### src/rtl/ee_upd_pkg.sv
package ee_upd_pkg;

  typedef enum logic [3:0] {
    ST_IDLE,
    ST_ERASE_PULSE,
    ST_ERASE_WAIT,
    ST_CLR_READ1,
    ST_WRITE_PULSE,
    ST_WRITE_WAIT,
    ST_CLR_READ2,
    ST_VERIFY,
    ST_DONE
  } upd_state_t;

  // Control pins toward the memory, all strobes active low.
  typedef struct packed {
    logic ce_n;
    logic oe_n;
    logic we_n;
    logic drv;
  } ee_ctl_t;

  localparam ee_ctl_t CTL_IDLE = '{ce_n: 1'b1, oe_n: 1'b1, we_n: 1'b1, drv: 1'b0};

  // Cycles covering a time given in units of 1/scale seconds, rounded up.
  function automatic int unsigned time_to_cyc(longint unsigned t, longint unsigned hz,
                                              longint unsigned scale);
    return 32'((t * hz + scale - 64'd1) / scale);
  endfunction

  function automatic int unsigned at_least_one(int unsigned v);
    return (v == 0) ? 1 : v;
  endfunction

endpackage

### src/rtl/ee_upd_timer.sv
module ee_upd_timer #(
  parameter int unsigned CW = 8
) (
  input  logic          clk,
  input  logic          rst,
  input  logic          load,
  input  logic [CW-1:0] load_val,
  output logic [CW-1:0] cnt,
  output logic          zero
);

  logic [CW-1:0] cnt_q;

  always_ff @(posedge clk) begin
    if (rst)              cnt_q <= '0;
    else if (load)        cnt_q <= load_val;
    else if (cnt_q != '0) cnt_q <= cnt_q - 1'b1;
  end

  assign cnt  = cnt_q;
  assign zero = (cnt_q == '0);

endmodule

### src/rtl/ee_upd_fsm.sv
module ee_upd_fsm
  import ee_upd_pkg::*;
#(
  parameter int unsigned AW        = 11,
  parameter int unsigned DW        = 8,
  parameter int unsigned PULSE_CYC = 1,
  parameter int unsigned WAIT_CYC  = 1,
  parameter int unsigned RD_CYC    = 1,
  parameter bit          VERIFY_EN = 1'b1,
  parameter int unsigned CW        = 8
) (
  input  logic          clk,
  input  logic          rst,
  input  logic          req_valid,
  input  logic [AW-1:0] req_addr,
  input  logic [DW-1:0] req_data,
  output logic          req_ready,
  output logic          upd_done,
  output logic          upd_err,
  input  logic [DW-1:0] rd_data,
  input  logic [CW-1:0] tm_cnt,
  input  logic          tm_zero,
  output logic          tm_load,
  output logic [CW-1:0] tm_val,
  output ee_ctl_t       cmd_ctl,
  output logic [DW-1:0] cmd_dat,
  output logic [AW-1:0] cmd_addr
);

  // Pulse state: one setup cycle, PULSE_CYC low cycles, one hold cycle.
  localparam logic [CW-1:0] PULSE_INIT = CW'(PULSE_CYC + 1);
  localparam logic [CW-1:0] WAIT_INIT  = CW'(WAIT_CYC - 1);
  localparam logic [CW-1:0] RD_INIT    = CW'(RD_CYC - 1);
  // Verify: one idle cycle to separate it from the dummy read.
  localparam logic [CW-1:0] VFY_INIT   = CW'(RD_CYC + 1);

  upd_state_t    state_q, state_d;
  logic [AW-1:0] addr_q;
  logic [DW-1:0] data_q;
  logic          accept;

  assign req_ready = (state_q == ST_IDLE);
  assign accept    = req_ready && req_valid;
  assign upd_done  = (state_q == ST_DONE);

  always_comb begin
    state_d = state_q;
    tm_load = 1'b0;
    tm_val  = '0;
    unique case (state_q)
      ST_IDLE: if (req_valid) begin
        state_d = ST_ERASE_PULSE; tm_load = 1'b1; tm_val = PULSE_INIT;
      end
      ST_ERASE_PULSE: if (tm_zero) begin
        state_d = ST_ERASE_WAIT; tm_load = 1'b1; tm_val = WAIT_INIT;
      end
      ST_ERASE_WAIT: if (tm_zero) begin
        state_d = ST_CLR_READ1; tm_load = 1'b1; tm_val = RD_INIT;
      end
      ST_CLR_READ1: if (tm_zero) begin
        state_d = ST_WRITE_PULSE; tm_load = 1'b1; tm_val = PULSE_INIT;
      end
      ST_WRITE_PULSE: if (tm_zero) begin
        state_d = ST_WRITE_WAIT; tm_load = 1'b1; tm_val = WAIT_INIT;
      end
      ST_WRITE_WAIT: if (tm_zero) begin
        state_d = ST_CLR_READ2; tm_load = 1'b1; tm_val = RD_INIT;
      end
      ST_CLR_READ2: if (tm_zero) begin
        if (VERIFY_EN) begin
          state_d = ST_VERIFY; tm_load = 1'b1; tm_val = VFY_INIT;
        end else begin
          state_d = ST_DONE;
        end
      end
      ST_VERIFY: if (tm_zero) state_d = ST_DONE;
      ST_DONE:   state_d = ST_IDLE;
      default:   state_d = ST_IDLE;
    endcase
  end

  always_ff @(posedge clk) begin
    if (rst) begin
      state_q <= ST_IDLE;
      addr_q  <= '0;
      data_q  <= '0;
    end else begin
      state_q <= state_d;
      if (accept) begin
        addr_q <= req_addr;
        data_q <= req_data;
      end
    end
  end

  generate
    if (VERIFY_EN) begin : g_verify
      logic err_q;
      always_ff @(posedge clk) begin
        if (rst)                                 err_q <= 1'b0;
        else if (accept)                         err_q <= 1'b0;
        else if (state_q == ST_VERIFY && tm_zero) err_q <= (rd_data != data_q);
      end
      assign upd_err = err_q;
    end else begin : g_no_verify
      logic unused_rd;
      assign unused_rd = ^rd_data;
      assign upd_err   = 1'b0;
    end
  endgenerate

  // Pin command for the next cycle; registered in the pin stage.
  always_comb begin
    cmd_ctl  = CTL_IDLE;
    cmd_dat  = data_q;
    cmd_addr = addr_q;
    unique case (state_q)
      ST_ERASE_PULSE, ST_WRITE_PULSE: begin
        cmd_ctl.ce_n = 1'b0;
        cmd_ctl.drv  = 1'b1;
        cmd_ctl.we_n = (tm_cnt == PULSE_INIT) || tm_zero;
        cmd_dat      = (state_q == ST_ERASE_PULSE) ? '1 : data_q;
      end
      ST_CLR_READ1, ST_CLR_READ2: begin
        cmd_ctl.ce_n = 1'b0;
        cmd_ctl.oe_n = 1'b0;
      end
      ST_VERIFY: if (tm_cnt != VFY_INIT) begin
        cmd_ctl.ce_n = 1'b0;
        cmd_ctl.oe_n = 1'b0;
      end
      default: ;
    endcase
  end

endmodule

### src/rtl/ee_upd_pins.sv
module ee_upd_pins
  import ee_upd_pkg::*;
#(
  parameter int unsigned AW = 11,
  parameter int unsigned DW = 8
) (
  input  logic          clk,
  input  logic          rst,
  input  ee_ctl_t       cmd_ctl,
  input  logic [DW-1:0] cmd_dat,
  input  logic [AW-1:0] cmd_addr,
  output logic [AW-1:0] ee_addr,
  output logic [DW-1:0] ee_dq_o,
  output logic          ee_dq_oe,
  output logic          ee_ce_n,
  output logic          ee_oe_n,
  output logic          ee_we_n
);

  ee_ctl_t       ctl_q;
  logic [DW-1:0] dat_q;
  logic [AW-1:0] addr_q;

  always_ff @(posedge clk) begin
    if (rst) begin
      ctl_q  <= CTL_IDLE;
      dat_q  <= '0;
      addr_q <= '0;
    end else begin
      ctl_q  <= cmd_ctl;
      dat_q  <= cmd_dat;
      addr_q <= cmd_addr;
    end
  end

  assign ee_addr  = addr_q;
  assign ee_dq_o  = dat_q;
  assign ee_dq_oe = ctl_q.drv;
  assign ee_ce_n  = ctl_q.ce_n;
  assign ee_oe_n  = ctl_q.oe_n;
  assign ee_we_n  = ctl_q.we_n;

endmodule

### src/rtl/ee_byte_updater.sv
module ee_byte_updater
  import ee_upd_pkg::*;
#(
  parameter int unsigned CLK_HZ    = 100_000_000,
  parameter int unsigned AW        = 11,
  parameter int unsigned DW        = 8,
  parameter int unsigned PROG_US   = 10_000,
  parameter int unsigned WE_NS     = 200,
  parameter int unsigned RD_NS     = 250,
  parameter bit          VERIFY_EN = 1'b1
) (
  input  logic          clk,
  input  logic          rst,
  input  logic          req_valid,
  output logic          req_ready,
  input  logic [AW-1:0] req_addr,
  input  logic [DW-1:0] req_data,
  output logic          upd_done,
  output logic          upd_err,
  output logic [AW-1:0] ee_addr,
  output logic [DW-1:0] ee_dq_o,
  output logic          ee_dq_oe,
  input  logic [DW-1:0] ee_dq_i,
  output logic          ee_ce_n,
  output logic          ee_oe_n,
  output logic          ee_we_n
);

  localparam int unsigned PULSE_CYC =
    at_least_one(time_to_cyc(64'(WE_NS), 64'(CLK_HZ), 64'd1_000_000_000));
  localparam int unsigned WAIT_CYC =
    at_least_one(time_to_cyc(64'(PROG_US), 64'(CLK_HZ), 64'd1_000_000));
  localparam int unsigned RD_CYC =
    at_least_one(time_to_cyc(64'(RD_NS), 64'(CLK_HZ), 64'd1_000_000_000));
  localparam int unsigned LONG_A  = (PULSE_CYC > RD_CYC) ? PULSE_CYC : RD_CYC;
  localparam int unsigned LONGEST = ((LONG_A + 2) > WAIT_CYC) ? (LONG_A + 2) : WAIT_CYC;
  localparam int unsigned CW      = $clog2(LONGEST + 1);

  logic          tm_load, tm_zero;
  logic [CW-1:0] tm_val, tm_cnt;
  ee_ctl_t       cmd_ctl;
  logic [DW-1:0] cmd_dat;
  logic [AW-1:0] cmd_addr;

  ee_upd_timer #(.CW(CW)) u_timer (
    .clk(clk), .rst(rst), .load(tm_load), .load_val(tm_val),
    .cnt(tm_cnt), .zero(tm_zero)
  );

  ee_upd_fsm #(
    .AW(AW), .DW(DW), .PULSE_CYC(PULSE_CYC), .WAIT_CYC(WAIT_CYC),
    .RD_CYC(RD_CYC), .VERIFY_EN(VERIFY_EN), .CW(CW)
  ) u_fsm (
    .clk(clk), .rst(rst),
    .req_valid(req_valid), .req_addr(req_addr), .req_data(req_data),
    .req_ready(req_ready), .upd_done(upd_done), .upd_err(upd_err),
    .rd_data(ee_dq_i),
    .tm_cnt(tm_cnt), .tm_zero(tm_zero), .tm_load(tm_load), .tm_val(tm_val),
    .cmd_ctl(cmd_ctl), .cmd_dat(cmd_dat), .cmd_addr(cmd_addr)
  );

  ee_upd_pins #(.AW(AW), .DW(DW)) u_pins (
    .clk(clk), .rst(rst),
    .cmd_ctl(cmd_ctl), .cmd_dat(cmd_dat), .cmd_addr(cmd_addr),
    .ee_addr(ee_addr), .ee_dq_o(ee_dq_o), .ee_dq_oe(ee_dq_oe),
    .ee_ce_n(ee_ce_n), .ee_oe_n(ee_oe_n), .ee_we_n(ee_we_n)
  );

endmodule

### config.mk
export PLATFORM = sky130hd
export DESIGN_NAME = ee_byte_updater
export DESIGN_NICKNAME = d
export VERILOG_FILES = /design/src/rtl/ee_upd_pkg.sv /design/src/rtl/ee_upd_timer.sv /design/src/rtl/ee_upd_fsm.sv /design/src/rtl/ee_upd_pins.sv /design/src/rtl/ee_byte_updater.sv
export SDC_FILE = /design/constraint.sdc
export NUM_CORES = 1
export LEC_CHECK = 0
export BUFFER_PORTS_ARGS = -buffer_cell sky130_fd_sc_hd__buf_4
export CELL_PAD_IN_SITES_DETAIL_PLACEMENT = 0
export CELL_PAD_IN_SITES_GLOBAL_PLACEMENT = 1
export CORE_AREA = 2 2 89 82
export CTS_BUF_LIST = sky130_fd_sc_hd__clkbuf_4 sky130_fd_sc_hd__clkbuf_8
export DETAILED_ROUTE_END_ITERATION = 8
export DIE_AREA = 0 0 91 84
export GPL_TIMING_DRIVEN = 0
export HOLD_SLACK_MARGIN = 0.02
export PLACE_DENSITY_LB_ADDON = 0.15
export SLEW_MARGIN = 10
export SYNTH_ARGS = -nofsm -noshare
export SYNTH_HDL_FRONTEND = slang
export SYNTH_SLANG_ARGS = --single-unit
### constraint.sdc
create_clock -name clk -period 3.2 [get_ports clk]
set_input_delay 0.64 -clock clk [delete_from_list [all_inputs] [get_ports clk]]
set_output_delay 0.64 -clock clk [all_outputs]
set_load 0.005 [all_outputs]
== Word level (Yosys, flattened, before mapping) ==
Cells that the tools add are included.

* Register bits: 67
* Bits in latches: 0
* Bits in writable memories: 0
* Bits in read-only memories: 0
* Bits of input ports: 30
* Output and inout bits: 26
* Memories kept: 0

* Add/subtract/negate cells: 1
* Multiply operators: 0
* Divide/modulo/power cells: 0
* $lt $le $gt $ge: 0
* Eq/ne operators: 19
* Shifts and indexed selects: 0
* Mux-type cells: 26
* Bitwise logic cells: 1
* Reduce and logical (&&, ||, !) cells: 15

{| class="wikitable"
|+ Operators with widths
! kind !! count
|-
| $pmux 20 s5 || 1
|-
| $mux 20 || 3
|-
| $mux 4 || 8
|-
| $pmux 4 s8 || 1
|-
| $eq 20x5->1 const B || 1
|-
| $logic_not 20->1 || 1
|-
| $mux 5 || 4
|-
| $ne 20x5->1 const B || 1
|-
| $reduce_bool 20->1 || 1
|-
| $sub 20x1->20 const B || 1
|-
| $eq 4x3->1 const B || 4
|-
| $mux 8 || 2
|-
| $ne 2x1->1 const B || 7
|-
| $reduce_or 2->1 || 5
|-
| $eq 4x2->1 const B || 2
|-
| $ne 8x8->1 || 1
|-
| $reduce_and 8->1 || 1
|-
| $pmux 1 s2 || 3
|-
| $reduce_or 6->1 || 1
|-
| $eq 4x1->1 const B || 1
|-
| $eq 4x4->1 const B || 1
|-
| $logic_not 4->1 || 1
|-
| $reduce_or 4->1 || 1
|-
| $mux 1 || 3
|-
| other kinds (6) || 7
|}

== Logic depth before layout (Yosys ltp) ==
* Word-level depth: 4
* Gate-level depth with buffers: 7
* Mapped depth without buffers: 7

== By module ==
From an unflattened synthesis, not the netlist that was laid out.

* Cells, all modules: 368
* Area, all modules: 3181.8 sq um

{| class="wikitable"
|+ Modules (own cells, without submodules)
! module !! instances !! cells each !! area an instance (sq um) !! sequential area each (sq um)
|-
| ee_upd_fsm || 1 || 180 || 1406.3 || 480.5
|-
| ee_upd_timer || 1 || 140 || 1152.4 || 400.4
|-
| ee_upd_pins || 1 || 48 || 623.1 || 460.4
|}

== Worst setup path before layout ==
OpenSTA, ideal clock, no wires.

* Path type: register to register
* From: register u_timer.cnt_q[14] (netlist: u_timer.cnt[14])
* To: register u_timer.cnt_q[3] (netlist: u_timer.cnt[3])
* Library setup time: 0.115 ns
* Arrival: 1.802 ns
* Required time: 3.085 ns
* Slack: 1.283 ns
* Stages on the path, launching flop included: 7
* Buffers on the path: 1
* Period minus slack after synthesis: 1.917 ns
* Path through: dfxtp_1 > or4_4 > nand4b_4 > nor4_4 > or2_1 > buf_4 > o21ba_1

* Longest elaborated chain between the ends: 4
* Elaborated cells between the ends (all ways): 10

{| class="wikitable"
|+ RTL lines
! element !! RTL line !! source
|-
| from (decl) || ee_upd_timer.sv:12 || <nowiki>logic [CW-1:0] cnt_q;</nowiki>
|-
| from (signal assigned) || ee_upd_timer.sv:16 || <nowiki>else if (load) cnt_q <= load_val;</nowiki>
|-
| from (signal assigned) || ee_upd_timer.sv:17 || <nowiki>else if (cnt_q != '0) cnt_q <= cnt_q - 1'b1;</nowiki>
|-
| $logic_not 20->1 || ee_upd_timer.sv:21 || <nowiki>assign zero = (cnt_q == '0);</nowiki>
|-
| $mux 5 (tied with other cells) || ee_upd_fsm.sv:69 || <nowiki>ST_CLR_READ2: if (tm_zero) begin</nowiki>
|-
| $pmux 20 s5 / $pmux 1 s2 (equally long branches) || ee_upd_fsm.sv:50 || <nowiki>unique case (state_q)</nowiki>
|-
| $mux 20 / $reduce_bool 2->1 (equally long branches) || - ||
|}

Parallel ways exist; a longest one is shown, timed or not.
A chain may end at the register's enable or synchronous reset.

== Final worst setup path ==
* From: register u_fsm.state_q[3]
* To: output port upd_done

* Longest elaborated chain between the ends: 1

{| class="wikitable"
|+ RTL lines
! element !! RTL line !! source
|-
| from (decl) || ee_upd_fsm.sv:37 || <nowiki>upd_state_t state_q, state_d;</nowiki>
|-
| from (signal assigned) || ee_upd_fsm.sv:88 || <nowiki>state_q <= state_d;</nowiki>
|-
| $eq 4x4->1 || ee_upd_fsm.sv:44 || <nowiki>assign upd_done = (state_q == ST_DONE);</nowiki>
|-
| to (decl) || ee_byte_updater.sv:18 || <nowiki>output logic upd_done,</nowiki>
|}

No other way between the ends.

==> metrics <==
status=complete, no violations; CP Cell Sequence=clkbuf_1 -> buf_1 -> and2_1 -> buf_4; library cell with the highest instance count after synthesis=dfxtp_1; minimum clock period=2.290 ns; Initial Util=43.23%; PostCTS Resize Cnt=0; pin count of the biggest net entering global routing=12; pre-CTS setup slack=1.064 ns; clock tree buffer depth=2; drt drc=0; TritonCTS buffer count=9; GP Congestion=0.8551; top_reg_cell synth=dfxtp_1; Setup Total Neg Slack=0 ns; syn_nets=375; Max Clk Rate=0.4368 GHz; CP max FO=10; # rows=29; Mapped Area=0.002949 mm²; port bufs=55; Slew HR=29.04%; Max stage delay on crit path=0.38 ns; Routed wire per std cell=13.79 µm; Detail Route Antenna Nets=0; critical path class=reg -> out; top-area cell type share of the netlist area=45.48%; Yosys warnings=0; cts hold-fix bufs=0; leakage dissipation=1.498 nW; vias after detailed routing=2501; first-pass GRT wire length=11710 µm; WL final=6949 µm; Antenna Cells=0; final setup fails=0; Final Hold Viols=0; Post-synth EDFFs=0; Max H-tree Level=3; Tightest Hold Check Type=reg -> reg; Mapped Cells=341; fillers=670; Iter 0 DRT Violations=103; die area=0.007644 mm²; post-CTS setup buffers=0; number of global-route vias before repair=2422; placed cell areas=0.003478 mm²; cell taking the most area after synthesis=dfxtp_1; clock skew=0.005127 ns; WP data arrival=1.65 ns; TritonCTS Sinks=67; startpoint types=flip-flop; # IOs=56; final instance area=0.003694 mm²; global route overflow=0; most instantiated cells after synthesis=dfxtp_1 (67), nand2_1 (57), a21oi_1 (37); PD cells=975.1 mW/mm²; CTS tree=yes; Synth area leaders=dfxtp_1 (45%), nand2_1 (7.3%), a21oi_1 (6.3%); Seq/Total Area, Yosys=45.48%; Clock Latency Late Sink=0.35 ns; Worst VDD drop=0.0004318 V; CP required=2.56 ns; CP top delay family=buffers and inverters; Tcrit/Tclk final=71.55%; Crit-path slowest cell=buf_1; WP buf/inv=3; Non-Filler Instances=504; Multi-input gate area=0.001506 mm²; Placed Cells=489; Reg clk slew, reported paths=0.07 ns; Via density=4.962; count of different cell masters after synthesis=56; max-cap viol count=0; Critical Path Sink Type=output port; Syn Area/Cell=8.648 µm²; GRT Total Usage=19.43%; post-synthesis register bit count=67; final net count=441; Worst-Margin Slew=1.056 ns; setup ws final=0.9104 ns; Register Area=0.001341 mm²; Die Ht=84 µm; RSZ-0062 raised after global routing=no; Power Total=3.602 mW; core area=0.006822 mm²; Die W=91 µm; Area Growth Syn to Fin=25.24%; antenna violations before repair=0; Max Transition Viols Final=0; Pre-antenna DRT Iters=4; Clock Tree Root=clkbuf_8; Async S/R FF share, synth=0%; share of cells above drive strength 1=21.65%; HPWL after DPL=4915 µm
==> path summary, 6_finish.rpt <==
path,end,from,slack (ns),cells past startpoint
worst max-delay path,upd_done,u_fsm.state_q[3]$_SDFFE_PP0P_,0.91,4
worst min-delay path,u_fsm.cmd_addr[2]$_SDFFE_PP0P_,u_fsm.cmd_addr[2]$_SDFFE_PP0P_,0.45,2
worst max register to register,u_timer.cnt[18]$_SDFFE_PP0P_,u_timer.cnt[0]$_SDFFE_PP0P_,0.99,7
worst min register to register,u_fsm.cmd_addr[2]$_SDFFE_PP0P_,u_fsm.cmd_addr[2]$_SDFFE_PP0P_,0.45,2
==> placed cells by master (no fill, tap or decap), types with 10 or more instances in the layout <==
cell,netlist,layout
a21oi_1,37,37
buf_4,2,57
clkbuf_1,12,12
clkbuf_8,0,10
dfxtp_1,67,67
nand2_1,57,57
nor2_1,31,31
nor2b_1,12,12
nor3_1,12,12
xnor2_1,12,12
==> sequential cells by signal, summed over array words and instances (netlist names) <==
name	cells
u_fsm.state_q	4
u_fsm.upd_err	1
u_pins.ee_oe_n	1
u_pins.ee_ce_n	1
u_fsm.data_q	8
u_fsm.cmd_addr	11
u_pins.ee_dq_oe	1
u_pins.ee_dq_o	8
u_pins.ee_addr	11
u_timer.cnt	20
u_pins.ee_we_n	1
==> layer usage <==
metal  part of all wire (%)  GRT usage [%]
met1                     51          27.40
met4                    1.6          7.025
met5                      0              0
met3                    5.3          4.968
met2                     42          28.69
==> per-stage QoR <==
stage	util, %	hold slack (ns)
after CTS	54.15	0.4522
after floorplan	-	0.4318
final	54.15	0.4494
after global routing	54.15	0.4783
after global placement	50.99	0.4372
after detailed placement	50.99	0.4417
==> logic make-up after synthesis <==
kind of cell | synth area share (%)
AO/OA/AOI/OAI | 15.06
XOR/XNOR | 6.237
adder cells (fa/ha/maj) | 1.697
buffers and inverters | 3.436
flip-flops | 45.48
AND/OR/NAND/NOR | 28.09
==> worst reg2reg max path, delay by kind of cell, from the launching register on <==
family                   cells  cell delay (ns)
adder cells (fa/ha/maj)      1             0.25
flip-flops                   1             0.34
AND/OR/NAND/NOR              2             0.85
AO/OA/AOI/OAI                3             0.49
buffers and inverters        1             0.15
==> area by class of cell <==
cell class | count | share of cell area, %
Clock inverter | 5 | 2.100
Buffer | 19 | 2.236
Tap cell | 93 | 3.150
Timing Repair Buffer | 55 | 11.18
Multi-Input combinational cell | 250 | 40.79
Clock buffer | 10 | 3.726
Inverter | 5 | 0.5081
Sequential cell | 67 | 36.31
==> power by group <==
part           internal, mW  total, mW  leakage [nW]  switching (mW)
clock network         0.453      0.771         0.108           0.318
registers              1.01       1.17         0.549           0.159
logic                 0.709       1.66         0.841           0.953
(Power assumes the default switching activity.)
